[config.mk]
export PLATFORM = sky130hd
export DESIGN_NAME = pll_mode_ctrl
export DESIGN_NICKNAME = d
export VERILOG_FILES = /design/src/rtl/pll_mode_pkg.sv /design/src/rtl/pll_div_decode.sv /design/src/rtl/pll_lock_timer.sv /design/src/rtl/pll_mode_ctrl.sv
export SDC_FILE = /design/constraint.sdc
export NUM_CORES = 1
export LEC_CHECK = 0
export BUFFER_PORTS_ARGS = -buffer_cell sky130_fd_sc_hd__buf_2
export CAP_MARGIN = 10
export CORE_MARGIN = 2
export CORE_UTILIZATION = 35
export DETAILED_ROUTE_END_ITERATION = 16
export MAX_ROUTING_LAYER = met4
export PLACE_DENSITY = 0.67
export RECOVER_POWER = 50
export REMOVE_ABC_BUFFERS = 1
export SETUP_SLACK_MARGIN = 0.15
export SYNTH_ARGS = -nofsm -noshare
export SYNTH_HDL_FRONTEND = slang
export SYNTH_SLANG_ARGS = --single-unit
export TNS_END_PERCENT = 1
[constraint.sdc]
create_clock -name clk -period 8.19 [get_ports clk]
set_input_delay 1.2285 -clock clk [delete_from_list [all_inputs] [get_ports clk]]
set_output_delay 1.2285 -clock clk [all_outputs]
set_load 0.02 [all_outputs]
[src/rtl/pll_mode_pkg.sv]
package pll_mode_pkg;
    typedef enum logic [1:0] {
        MODE_OFF     = 2'd0,
        MODE_BYPASS  = 2'd1,
        MODE_ENABLED = 2'd2
    } pll_mode_e;
endpackage

[src/rtl/pll_div_decode.sv]
module pll_div_decode #(
    parameter int SEL_W   = 2,
    parameter int RATIO_W = 3
) (
    input  logic [SEL_W-1:0]   sel,
    output logic [RATIO_W-1:0] ratio
);
    localparam int NSEL = 1 << SEL_W;

    logic [RATIO_W-1:0] table_w [NSEL];

    // Codes below 2 share the slowest ratio; code k >= 2 divides by 2^(NSEL-1-k).
    for (genvar k = 0; k < NSEL; k++) begin : g_ratio
        if (k < 2) begin : g_low
            assign table_w[k] = RATIO_W'(1 << (NSEL - 2));
        end else begin : g_high
            assign table_w[k] = RATIO_W'(1 << (NSEL - 1 - k));
        end
    end

    assign ratio = table_w[sel];
endmodule

[src/rtl/pll_lock_timer.sv]
module pll_lock_timer #(
    parameter int CNT_W = 16
) (
    input  logic             clk,
    input  logic             rst_n,
    input  logic             hold,
    input  logic             restart,
    input  logic [CNT_W-1:0] lock_cycles,
    output logic             locked
);
    localparam int EXT_W = CNT_W + 1;

    typedef struct packed {
        logic [CNT_W-1:0] cnt;
        logic             locked;
    } lock_st_t;

    lock_st_t st_d, st_q;
    logic [EXT_W-1:0] cnt_inc;

    always_comb begin
        st_d    = st_q;
        cnt_inc = {1'b0, st_q.cnt} + EXT_W'(1);
        if (hold || restart) begin
            st_d.cnt    = '0;
            st_d.locked = 1'b0;
        end else if (!st_q.locked) begin
            st_d.cnt    = cnt_inc[CNT_W-1:0];
            st_d.locked = (cnt_inc >= {1'b0, lock_cycles});
        end
    end

    always_ff @(posedge clk) begin
        if (!rst_n) st_q <= '0;
        else        st_q <= st_d;
    end

    assign locked = st_q.locked;


    restart_clears_chk: assert property (@(posedge clk) disable iff (!rst_n)
        restart |=> !locked);


    hold_unlocked_chk: assert property (@(posedge clk) disable iff (!rst_n)
        hold |=> !locked);
endmodule

[src/rtl/pll_mode_ctrl.sv]
module pll_mode_ctrl
    import pll_mode_pkg::*;
#(
    parameter int MULT_W = 7,
    parameter int CNT_W  = 16
) (
    input  logic              clk,
    input  logic              rst_n,
    input  logic [CNT_W-1:0]  lock_cycles,
    input  logic              mult_we,
    input  logic [MULT_W-1:0] mult_wdata,
    input  logic              div_we,
    input  logic [1:0]        div_wdata,
    input  logic              pwroff_we,
    input  logic              pwroff_wdata,
    output logic [1:0]        mode_o,
    output logic [MULT_W-1:0] mult_o,
    output logic [2:0]        div_o,
    output logic              pll_pwr_en,
    output logic              pll_sel,
    output logic              locked_o,
    output logic              pwroff_err
);
    localparam int SEL_W   = 2;
    localparam int RATIO_W = 3;

    typedef struct packed {
        logic [MULT_W-1:0] mult;
        logic [SEL_W-1:0]  div_sel;
        logic              pwroff;
        logic              err;
    } ctrl_st_t;

    ctrl_st_t  st_d, st_q;
    logic      restart_d;
    logic      locked_w;
    pll_mode_e mode_w;

    always_comb begin
        st_d      = st_q;
        restart_d = 1'b0;
        if (pwroff_we) begin
            if (!pwroff_wdata)            st_d.pwroff = 1'b0;
            else if (st_q.mult == '0)     st_d.pwroff = 1'b1;
            else                          st_d.err    = 1'b1;
        end
        if (mult_we) begin
            if (st_q.pwroff || st_d.pwroff) begin
                st_d.err = 1'b1;
            end else begin
                st_d.mult = mult_wdata;
                restart_d = 1'b1;
            end
        end
        if (st_q.pwroff && !st_d.pwroff) restart_d = 1'b1;
        if (div_we) st_d.div_sel = div_wdata;
    end

    always_ff @(posedge clk) begin
        if (!rst_n) st_q <= '0;
        else        st_q <= st_d;
    end

    pll_lock_timer #(.CNT_W(CNT_W)) lock_i (
        .clk         (clk),
        .rst_n       (rst_n),
        .hold        (st_d.pwroff),
        .restart     (restart_d),
        .lock_cycles (lock_cycles),
        .locked      (locked_w)
    );

    pll_div_decode #(.SEL_W(SEL_W), .RATIO_W(RATIO_W)) div_i (
        .sel   (st_q.div_sel),
        .ratio (div_o)
    );

    always_comb begin
        if (st_q.pwroff)                        mode_w = MODE_OFF;
        else if (st_q.mult != '0 && locked_w)   mode_w = MODE_ENABLED;
        else                                    mode_w = MODE_BYPASS;
    end

    assign mode_o     = mode_w;
    assign pll_sel    = (mode_w == MODE_ENABLED);
    assign pll_pwr_en = !st_q.pwroff;
    assign mult_o     = (mode_w == MODE_ENABLED) ? st_q.mult : MULT_W'(1);
    assign locked_o   = locked_w;
    assign pwroff_err = st_q.err;


    off_mult_zero_chk: assert property (@(posedge clk) disable iff (!rst_n)
        (mode_o == MODE_OFF) |-> (st_q.mult == '0));


    sel_needs_lock_chk: assert property (@(posedge clk) disable iff (!rst_n)
        pll_sel |-> (locked_o && pll_pwr_en));


    relock_bypass_chk: assert property (@(posedge clk) disable iff (!rst_n)
        (mult_we && mode_o != MODE_OFF) |=> (!pll_sel && !locked_o));


    pwroff_reject_chk: assert property (@(posedge clk) disable iff (!rst_n)
        (pwroff_we && pwroff_wdata && mode_o != MODE_OFF && st_q.mult != '0)
        |=> (mode_o != MODE_OFF && pwroff_err));


    err_sticky_chk: assert property (@(posedge clk) disable iff (!rst_n)
        pwroff_err |=> pwroff_err);


    div_single_chk: assert property (@(posedge clk) disable iff (!rst_n)
        $countones(div_o) == 1);
endmodule

==> qor.txt <==
DPL Wire Length: 3120 µm
Violations in the final reports: max-capacitance violations, max-slew violations
Drt drc: 0
Post-Layout Cell Count: 349
Core ar.: 5470 µm²
Max-slew violations: 20
Chip Width: 79.0 µm
Placed insts: 345
Area Overhead vs Synth: 15.2%
Sink Count: 28
Setup ws final: 4.69 ns
Final-report hold violation count: 0
Die ar.: 6240 µm²
Avg Synthesized Cell Area: 8.23 µm²
Largest net degree at the start of global routing: 31
Worst Path Required: 8.26 ns
First-pass GRT wire length: 6930 µm
Number of I/O port buffers: 46
Worst vdd ir: 56.7 µV
Clock Tree Buf Depth: 2
H-tree depth: 1
# diodes: 0
Pwr dens: 120 nW/µm²
Die height: 79.0 µm
Via count of the first global-routing pass: 1676
Lkg Pwr: 0.00103 µW
Initial antenna violation count: 0
Slew margin rel.: -49.4%
Crit path DAT: 3.57 ns
Tot GR Track Use: 13.8%
Worst setup EP type: flip-flop
Fin crit share: 42.7%
Status: complete, but fails checks
Clock power frac: 31.5%
Post-CTS Setup Bufs: 0
Drt via density: 4.93
Combinational power share: 15.2%
Finish-stage setup viols: 0
Pre-CTS WS: 5.35 ns
I/O Pins: 47
Row count: 27
CP max stage cell: o31ai_1
1st-pass router iterations: 7
CP max stage delay: 1.71 ns
DRT iter0 DRCs: 62
Antenna Nets Post-Route: 0
Cell area after synthesis: 1970 µm²
Crit start category: input port
Synth async-reset ratio: 0%
Internal power: 203 µW
Crit path max fanout: 19
WL per Instance: 11.7 µm
TNS Setup: 0 ns
Post-CTS Resized: 0
Net Sw Power: 69.6 µW
Nets: 326
Sw Share: 25.6%
Hold_buf cts: 0
Ys Warns: 0
Root Driver: clkbuf_8
Syn Inst Count: 239
Register area: 561 µm²
Via count: 1722
Sequential share of power: 53.3%
Cell variety after synth: 48
CTS tree: built
Routability cong.: 0.814
Max Cap Viol: 1
Slew @ Worst Pin: 2.22 ns
GRT overflow: 0
CP cell instances: clkbuf_1 -> nand2_1 -> o31ai_1 -> or3b_2 -> o22ai_1
Post-synth EDFFs: 0
Sequential area share after synthesis: 28.5%
Hold Path Class: flip-flop to flip-flop
Initial Utilization: 36.0%
Proportion of layout cells with a drive suffix above 1: 18.1%
Unrepaired setup endpoints after global routing: false
Dominant synthesized flop cell: dfxtp_1
Worst-path clk slew: 0.10 ns
Area of the multi-input gates: 1250 µm²
Final Skew: 0.00483 ns
Yosys reg bits: 28
Filler cells: 590
Worst-Skew Late Latency: 0.27 ns
Crit path kind: input port to flip-flop
CTS Buf Count: 3
Fmax: 286 MHz
Post-Route WL: 4080 µm
Tmin final: 3.50 ns
[path summary, 6_finish.rpt]
check,from,end,slack (ns),depth (start not counted)
worst max-delay path,pwroff_we,lock_i.locked,4.69,5
worst min-delay path,pwroff_err,pwroff_err,0.47,1
worst max register to register,st_q[7],lock_i.locked,4.93,4
worst min register to register,pwroff_err,pwroff_err,0.47,1
[power groups by stage]
| stage | registers [µW] | clock network (µW) | logic (µW) |
|---|---|---|---|
| floorplan | 148 | 0 | 28.0 |
| global placement | 148 | 0 | 43.1 |
| detailed placement | 148 | 0 | 43.5 |
| CTS | 145 | 90.6 | 43.7 |
| global route | 146 | 94.9 | 47.1 |
| finish | 145 | 85.8 | 41.3 |
[metrics by stage]
| step | utilization [%] | instance area, µm² | hold WS [ns] | total power, µW |
|---|---|---|---|---|
| 3_5_place_dp | 40.8 | 2230 | 0.448 | 192 |
| 4_1_cts | 41.8 | 2290 | 0.473 | 279 |
| 5_1_grt | 41.4 | 2270 | 0.487 | 288 |
| 2_1_floorplan | - | 1910 | 0.473 | 176 |
| 3_3_place_gp | 40.8 | 2230 | 0.445 | 191 |
| 6_report | 41.4 | 2270 | 0.470 | 272 |
[cell type report]
type	instances	area share, %
inverters	24	3.97
repair buffers	46	9.82
well taps	72	3.97
flip-flops and latches	28	24.7
multi-input cells	175	55.1
clock buffers	4	2.43
[placed cells by master (no fill, tap or decap), types with 2 or more instances in the layout]
cell,n
ha_1,17
nand4b_1,2
nor2b_1,8
nand2b_1,4
clkbuf_8,4
clkbuf_1,6
a21oi_1,7
nand3_1,5
a211o_1,2
xnor2_1,19
o31ai_1,3
buf_2,40
nor2_1,20
a31oi_1,2
o221ai_1,2
nand2_1,14
and3_1,9
a21boi_0,2
nor3_1,6
o21ai_0,7
dfxtp_1,28
nand4_1,2
nor4_1,7
or3_1,4
xor2_1,6
mux2i_1,8
inv_1,23
[critical path, delay by kind of cell]
family / cells / cell delay, ns
compound gates: 2 / 1.78
buf+inv: 1 / 0.14
simple gates: 2 / 0.43
[registers in the layout, indices dropped and copies added (netlist names)]
| signal | count |
|---|---|
| lock_i.locked | 1 |
| lock_i.st_q | 16 |
| pwroff_err | 1 |
| st_q | 10 |
[cell usage after synthesis, types with 2 or more instances]
library cell / instances / area (µm²)
xor2_1: 6 / 52.6
clkbuf_1: 6 / 22.5
nor2_1: 20 / 75.1
xnor2_1: 19 / 166
nor2b_1: 8 / 50.1
dfxtp_1: 28 / 561
nor3_1: 6 / 30.0
buf_2: 4 / 20.0
nand4_1: 2 / 12.5
a21oi_1: 7 / 35.0
a21boi_0: 2 / 15.0
nand2b_1: 4 / 25.0
a211o_1: 2 / 17.5
nand4b_1: 2 / 17.5
o221ai_1: 2 / 17.5
and3_1: 9 / 56.3
a31oi_1: 2 / 12.5
mux2i_1: 8 / 80.1
ha_1: 17 / 213
o31ai_1: 2 / 15.0
nand2_1: 14 / 52.6
inv_1: 23 / 86.3
or3_1: 4 / 25.0
and2_1: 2 / 12.5
o21ai_0: 7 / 35.0
nor4_1: 7 / 43.8
nand3_1: 5 / 25.0
[kinds of logic after synthesis]
family | share of synthesized area [%]
and+or+nand+nor | 25.2
DFF | 28.5
muxes | 4.07
adders and majority gates | 10.8
buffers and inverters | 7.37
xor gates and xnor gates | 11.1
AOI/OAI and AO/OA | 13.0
[metal layers]
metal	up-vias	share of wire [%]	GRT usage, %
met5	-	0	-
met4	0	1.3	3.10
met3	6	4.5	2.61
met2	39	45	23.9
met1	777	49	16.7
li1	900	-	-
Note: power is estimated with default switching activity, not from simulation.
